--- src/rtl/wpk_pkg.sv ---
package wpk_pkg;

   typedef enum logic [1:0] {
      WPK_IDLE  = 2'd0,
      WPK_ARMED = 2'd1,
      WPK_OPEN  = 2'd2
   } wpk_state_e;

   // Next state of the key detector; only key-register writes move it.
   function automatic wpk_state_e wpk_next(wpk_state_e cur, logic key_wr,
                                           logic is_first, logic is_second);
      wpk_state_e nxt;
      nxt = cur;
      if (key_wr) begin
         case (cur)
            WPK_IDLE:  nxt = is_first  ? WPK_ARMED : WPK_IDLE;
            WPK_ARMED: nxt = is_second ? WPK_OPEN  : WPK_IDLE;
            default:   nxt = WPK_IDLE;
         endcase
      end
      return nxt;
   endfunction

endpackage

--- src/rtl/wpk_addr_dec.sv ---
module wpk_addr_dec #(
   parameter int unsigned AW        = 8,
   parameter int unsigned KEY_ADDR  = 'h24,
   parameter int unsigned PROT_BASE = 'h40,
   parameter int unsigned PROT_SIZE = 16
) (
   input  logic [AW-1:0] addr,
   output logic          is_key,
   output logic          is_prot
);
   localparam bit ALIGNED = ((PROT_SIZE & (PROT_SIZE - 1)) == 0) &&
                            ((PROT_BASE % PROT_SIZE) == 0);

   assign is_key = (addr == AW'(KEY_ADDR));

   generate
      if (ALIGNED) begin : g_mask
         localparam logic [AW-1:0] MASK = AW'(PROT_SIZE - 1);
         assign is_prot = ((addr & ~MASK) == AW'(PROT_BASE));
      end else begin : g_range
         logic [AW:0] a_ext;
         assign a_ext   = {1'b0, addr};
         assign is_prot = (a_ext >= (AW+1)'(PROT_BASE)) &&
                          (a_ext <  (AW+1)'(PROT_BASE + PROT_SIZE));
      end
   endgenerate
endmodule

--- src/rtl/wpk_seq.sv ---
module wpk_seq
   import wpk_pkg::*;
#(
   parameter int unsigned DW         = 32,
   parameter int unsigned KEY_FIRST  = 'hCA,
   parameter int unsigned KEY_SECOND = 'h53
) (
   input  logic          clk,
   input  logic          rst_n,
   input  logic          key_wr,
   input  logic [DW-1:0] wdata,
   output logic          open_q,
   output logic          armed_q
);
   wpk_state_e state_q, state_d;
   logic       hit_first, hit_second;

   assign hit_first  = (wdata == DW'(KEY_FIRST));
   assign hit_second = (wdata == DW'(KEY_SECOND));

   always_comb state_d = wpk_next(state_q, key_wr, hit_first, hit_second);

   always_ff @(posedge clk or negedge rst_n) begin
      if (!rst_n) state_q <= WPK_IDLE;
      else        state_q <= state_d;
   end

   assign open_q  = (state_q == WPK_OPEN);
   assign armed_q = (state_q == WPK_ARMED);
endmodule

--- src/rtl/wpk_rdmux.sv ---
module wpk_rdmux #(
   parameter int unsigned AW        = 8,
   parameter int unsigned DW        = 32,
   parameter int unsigned STAT_ADDR = 'h0C
) (
   input  logic [AW-1:0] rd_addr,
   input  logic          open_q,
   input  logic          armed_q,
   output logic [DW-1:0] rd_data
);
   localparam int unsigned PAD = DW - 2;

   always_comb begin
      if (rd_addr == AW'(STAT_ADDR)) rd_data = {{PAD{1'b0}}, armed_q, open_q};
      else                           rd_data = '0;
   end
endmodule

--- src/rtl/wprot_keygate.sv ---
module wprot_keygate #(
   parameter int unsigned AW         = 8,
   parameter int unsigned DW         = 32,
   parameter int unsigned KEY_ADDR   = 'h24,
   parameter int unsigned STAT_ADDR  = 'h0C,
   parameter int unsigned PROT_BASE  = 'h40,
   parameter int unsigned PROT_SIZE  = 16,
   parameter int unsigned KEY_FIRST  = 'hCA,
   parameter int unsigned KEY_SECOND = 'h53
) (
   input  logic          clk,
   input  logic          rst_n,
   input  logic          bus_wr,
   input  logic [AW-1:0] bus_addr,
   input  logic [DW-1:0] bus_wdata,
   input  logic [AW-1:0] rd_addr,
   output logic [DW-1:0] rd_data,
   output logic          prot_wr_en,
   output logic          unlocked
);
   localparam longint unsigned ASPACE = 64'd1 << AW;

   initial begin : elab_checks
      if (DW < 8)                              $error("DW must hold an 8-bit key");
      if (PROT_SIZE == 0)                      $error("PROT_SIZE must be nonzero");
      if (PROT_BASE + PROT_SIZE > ASPACE)      $error("protected window exceeds address space");
      if (KEY_ADDR >= PROT_BASE && KEY_ADDR < PROT_BASE + PROT_SIZE)
                                               $error("key register inside protected window");
      if (KEY_ADDR == STAT_ADDR)               $error("key and status addresses collide");
      if (KEY_FIRST == KEY_SECOND)             $error("the two keys must differ");
   end

   logic is_key, is_prot, open_q, armed_q;

   wpk_addr_dec #(
      .AW(AW), .KEY_ADDR(KEY_ADDR), .PROT_BASE(PROT_BASE), .PROT_SIZE(PROT_SIZE)
   ) u_dec (
      .addr(bus_addr), .is_key(is_key), .is_prot(is_prot)
   );

   wpk_seq #(
      .DW(DW), .KEY_FIRST(KEY_FIRST), .KEY_SECOND(KEY_SECOND)
   ) u_seq (
      .clk(clk), .rst_n(rst_n), .key_wr(bus_wr && is_key), .wdata(bus_wdata),
      .open_q(open_q), .armed_q(armed_q)
   );

   wpk_rdmux #(
      .AW(AW), .DW(DW), .STAT_ADDR(STAT_ADDR)
   ) u_rd (
      .rd_addr(rd_addr), .open_q(open_q), .armed_q(armed_q), .rd_data(rd_data)
   );

   assign prot_wr_en = bus_wr && is_prot && open_q;
   assign unlocked   = open_q;
endmodule

--- config.mk ---
export PLATFORM = sky130hd
export DESIGN_NAME = wprot_keygate
export DESIGN_NICKNAME = d
export VERILOG_FILES = /design/src/rtl/wpk_pkg.sv /design/src/rtl/wpk_addr_dec.sv /design/src/rtl/wpk_seq.sv /design/src/rtl/wpk_rdmux.sv /design/src/rtl/wprot_keygate.sv
export SDC_FILE = /design/constraint.sdc
export NUM_CORES = 1
export LEC_CHECK = 0
export ABC_AREA = 1
export BUFFER_PORTS_ARGS = -buffer_cell sky130_fd_sc_hd__clkbuf_2
export CAP_MARGIN = 20
export CORE_MARGIN = 8
export CORE_UTILIZATION = 31
export CTS_CLUSTER_SIZE = 16
export DETAILED_ROUTE_END_ITERATION = 8
export GPL_TIMING_DRIVEN = 0
export PLACE_DENSITY = 0.91
export SLEW_MARGIN = 20
export SYNTH_ARGS = -nofsm -noshare
export SYNTH_HDL_FRONTEND = slang
export SYNTH_HIERARCHICAL = 1
export SYNTH_SLANG_ARGS = --single-unit
--- constraint.sdc ---
create_clock -name clk -period 1 [get_ports clk]
set_input_delay 0.05 -clock clk [delete_from_list [all_inputs] [get_ports clk]]
set_output_delay 0.05 -clock clk [all_outputs]
set_load 0.005 [all_outputs]
-- After elaboration in Yosys (flattened, before gate mapping)
Index checks and enable logic that the tools add are counted.
- flip-flop bits (word level): 2
- bits in latches: 0
- memory bits (writable): 0
- ROM bits: 0
- input bits: 51
- memories kept: 0
- add/sub/neg operators: 0
- multipliers: 0
- div/mod/pow operators: 0
- $lt $le $gt $ge: 0
- equality and inequality tests: 7
- shift-type cells: 0
- mux-type cells: 4
- bitwise operators: 0
- reduce and logical (&&, ||, !) cells: 4
- operators by type and width (cell ; number):
    $eq 32x7->1 const B ; 1
    $eq 32x8->1 const B ; 1
    $eq 8x4->1 const B ; 1
    $eq 8x6->1 const B ; 1
    $eq 4x3->1 const B ; 1
    $mux 2 ; 2
    $pmux 2 s2 ; 1
    $logic_and 1x1->1 ; 3
    $eq 2x1->1 const B ; 1
    $eq 2x2->1 const B ; 1
    $logic_not 2->1 ; 1
    $mux 1 ; 1

-- Longest topological paths before layout
- depth after elaboration: 3
- mapped depth: 12
- gate-level depth less buffers: 12

-- Hierarchy
The synthesis kept the hierarchy.
- by module, submodules not included (module ; times used ; cells each ; area an instance (µm²)):
    wpk_rdmux ; 1 ; 48 ; 292.8
    wpk_seq ; 1 ; 53 ; 262.8
    wpk_addr_dec ; 1 ; 12 ; 48.8
    wprot_keygate ; 1 ; 5 ; 21.3

-- Least setup slack after synthesis
Ideal clock, no wire load.
- kind: register to register
- start point: register u_seq.state_q[1]
- end point: register u_seq.state_q[0]
- setup time: 0.065 ns
- data arrival time: 0.801 ns
- data required time: 0.935 ns
- setup slack: 0.134 ns
- stages on the path, launching flop included: 8
- cell sequence: dfrtp_1 inv_2 nand2_2 nor2_1 nand3_1 nor2_1 nand2_1 nand2_1
- word-level cells in the longest chain between the ends: 2
- ends and longest elaborated chain (item ; line ; text):
    start: declaration ; wpk_seq.sv:15 ; wpk_state_e state_q, state_d;
    start signal: assignment ; wpk_seq.sv:25 ; else state_q <= state_d;
    $eq 2x1->1 or $logic_not 2->1 (tied branches) ; wpk_pkg.sv:15 ; case (cur)
    $pmux 2 s2 (*) ; wpk_pkg.sv:15 ;
Every way passes the cells marked *; elsewhere a longest branch is shown, timed or not.
A chain may end at the register's enable or synchronous reset.

-- Worst setup path in the final report
- start point: register u_seq.state_q[0]
- end point: output rd_data[1]
- word-level cells in the longest chain between the ends: 2
- ends and longest elaborated chain (item ; line ; text):
    $eq 2x1->1 ; wpk_seq.sv:29 ; assign armed_q = (state_q == WPK_ARMED);
    via armed_q ; wprot_keygate.sv:33 ; logic is_key, is_prot, open_q, armed_q;
    $mux 2 ; wpk_rdmux.sv:14 ; if (rd_addr == AW'(STAT_ADDR)) rd_data = {{PAD{1'b0}}, armed_q, open_q};
    end: declaration ; wprot_keygate.sv:17 ; output logic [DW-1:0] rd_data,
The timed path passes the listed nets, and every way through them passes these cells.

==> summary.md <==
| Metric | Value |
|---|---|
| Status | complete, but fails checks |
| Failing checks | negative setup slack |
| 1st-pass router iterations | 4 |
| Clock Skew | 2.38 ps |
| Largest register FFs | 2 |
| Critical R2R Launch | u_seq/state_q[0] |
| RSZ-0062 raised after global routing | yes |
| Dpl cell area | 0.00104 sq mm |
| Crit-path max FO | 4 |
| Grt total ovfl | 0 |
| Slowest cell delay on critical path | about 420 ps |
| CP delay by family, top | flip-flops |
| Lkg Pwr | 0.748 nW |
| DP HPWL | ~1.9 mm |
| Largest regs | u_seq/state_q: 2 flops |
| Top post-synthesis cells by area | buf_4 36%, nor2_1 18%, nand2_1 14% |
| Vias per std cell | 3.51 |
| Sequential cell area | 50.0 sq um |
| Avg Inst Size Synth | 5.30 sq um |
| Vias in the first global route | 776 |
| DRC | 0 |
| Final wirelength | 2.00 mm |
| Die area | roughly 0.0037 sq mm |
| Minimum clock period | around 1100 ps |
| IR drop worst, VDD | 0.419 mV |
| Netlist Area Pre-Place | ~630 sq um |
| GR Util met2 | 19.2% |
| Fin. Hold Viols | 0 |
| Vias | 825 |
| Routed len/inst | between 8 and 9 microns |
| Gr busiest metal | met2 |
| Global placement routability congestion | 0.735 |
| Chip height | 60.9 microns |
| Layout cell share with drive strength beyond 1 | 47.6% |
| Arrival time worst endpoint | approximately 1100 ps |
| Initial antenna violation count | 0 |
| Critical path, cell by cell | inv_1 -> nor2_1 -> inv_1 -> nor2_1 -> buf_2 |
| Clock latency on the worst-skew pair | roughly 220 ps |
| Slowest cell on the critical path | dfrtp_1 |
| Antenna-violating nets left | 0 |
| Clock Sinks | 2 |
| Design area | 0.00111 sq mm |
| Kind of critical path | reg2out |
| Final setup vio count | 4 |
| Area taken by multi-input logic gates | 393 sq um |
| FP Rows | 16 |
| Input/output buffers | 54 |
| Post-synthesis cell count | 118 |
| Finished Layout Cells | 235 |
| Max H-tree Level | 1 |
| Reg clk slew, reported paths | 30 ps |
| FILL cells | 205 |
| Diode count | 0 |
| PnR Total Power | ~0.53 mW |
| M1 GR Usage | 8.18% |
| First-pass GRT wire length | approximately 2.9 mm |
| GRT Total Usage | 10.3% |
| Drt first-iter violations | 16 |
| CTS root buffer | clkbuf_4 |
| Setup WS pre-CTS | -4.99 ps |
| # IOs | 85 |
| Seq/Total Area, Yosys | 8.00% |
| Placed Instances | about 230 |
| Max-slew violation count | 0 |
| Worst path bufs/invs | 3 |
| Largest net degree at the start of global routing | 5 |
| Max cap viols | 0 |
| Worst reg-to-reg setup slack | -10 ps |
| Post-route setup slack | -95.0 ps |
| Die span in x | 60.9 microns |
| CP Capture Type | output pin |
| Biggest register | u_seq/state_q |
| Final nets | around 260 |
| Critical Path RT | 950 ps |
| Critical Path Source Type | flip-flop |
| Cts bufs inserted | 3 |
| Starting Density | 32.2% |
| Top cell type's share of synthesized area | 36.0% |
| Max Buffers Root-to-Sink | 2 |
| Largest area contributor in the netlist | buf_4 |
| CORE AREA | 0.00194 sq mm |
| Fmax | 0.913 GHz |
| CTS tree | yes |
| Yosys cell types | 13 |
| Reg2Reg Capture Point | u_seq/state_q[0] |
| Power Dens Cells | around 480 mW/mm^2 |
| Area growth syn-to-layout | 76.8% |
| Reg2reg path depth | 7 |
| Seq cells post-synth | 2 |
| Tcrit/Tclk final | 110% |
| Min-delay worst type | in2async |
| Syn. warnings | 6 |
| Met3 usage | 7.63% |
## kinds of logic (layout without fill, tap and decap cells)
kind of cell | after synthesis | in the layout | share of synthesized area (%)
buffers and inverters | 51 | 112 | 48.6
DFF | 2 | 2 | 8.00
other | 1 | 30 | 0.599
and+or+nand+nor | 64 | 64 | 42.8
## synth_stat cells (all sizes together)
cell,count
nor3,1
conb,1
nor2,33
nand2,25
nand3,2
nand4,3
inv,21
dfrtp,2
buf,30
## where the power goes
part / total [mW] / leakage, nW / internal [mW] / switching, mW
Sequential: 0.0815 / 0.0280 / 0.0815 / 0.00000000000339
Combinational: 0.270 / 0.706 / 0.165 / 0.105
Clock: 0.180 / 0.0138 / 0.133 / 0.0477
Total: 0.531 / 0.748 / 0.379 / 0.152
## placed cells by master (no fill, tap or decap), types with 2 or more instances in the layout
cell / instances
clkbuf_2: 52
nor2_1: 27
dfrtp_1: 2
buf_4: 33
conb_1: 30
nor2_2: 5
inv_1: 20
nand3_1: 2
nand4_1: 2
nand2_1: 24
buf_2: 2
clkbuf_4: 3
## worst max-delay path by stage
stage / start / to / cells after the start
3_3_place_gp: bus_addr[2] / u_seq/state_q[0] / 13
4_1_cts: u_seq/state_q[0] / prot_wr_en / 4
5_1_grt: u_seq/state_q[0] / rd_data[1] / 5
2_1_floorplan: u_seq/state_q[1] / u_seq/state_q[0] / 7
3_5_place_dp: bus_addr[2] / u_seq/state_q[0] / 13
6_report: u_seq/state_q[0] / rd_data[1] / 5
## layout make-up
cell class	instances	share of cell area, %
repair buffers	58	27.4
plain buffers	30	20.4
well taps	27	3.05
multi-input cells	94	35.5
inverters	21	7.13
flip-flops and latches	2	4.52
clock buffers	3	2.04
## through the flow
| step | TNS [ps] | hold WS [ps] | utilization, % |
|---|---|---|---|
| floorplan | 0 | -246 | - |
| global placement | 0 | -164 | 53.5 |
| detailed placement | -6.65 | -161 | 53.5 |
| CTS | -292 | 142 | 55.7 |
| global route | -658 | 164 | 57.0 |
| finish | -211 | 162 | 57.0 |
## repair_timing
| item | in CTS | in global routing |
|---|---|---|
| hold endpoints to repair | 2 | 0 |
| setup endpoints to repair | 4 | 6 |
| resized for setup | 1 | 5 |
| gates cloned | 0 | 0 |
| buffers inserted | 1 | 2 |
| pin swaps | 2 | 6 |
| hold buffers | 1 | 0 |
## metal layers
layer / up-vias / routed length (microns)
li1: 461 / -
met1: 317 / 647
met2: 47 / 1010
met3: 0 / 348
met4: 0 / 0
met5: - / 0
No activity file was read; power rests on OpenSTA's default activity.
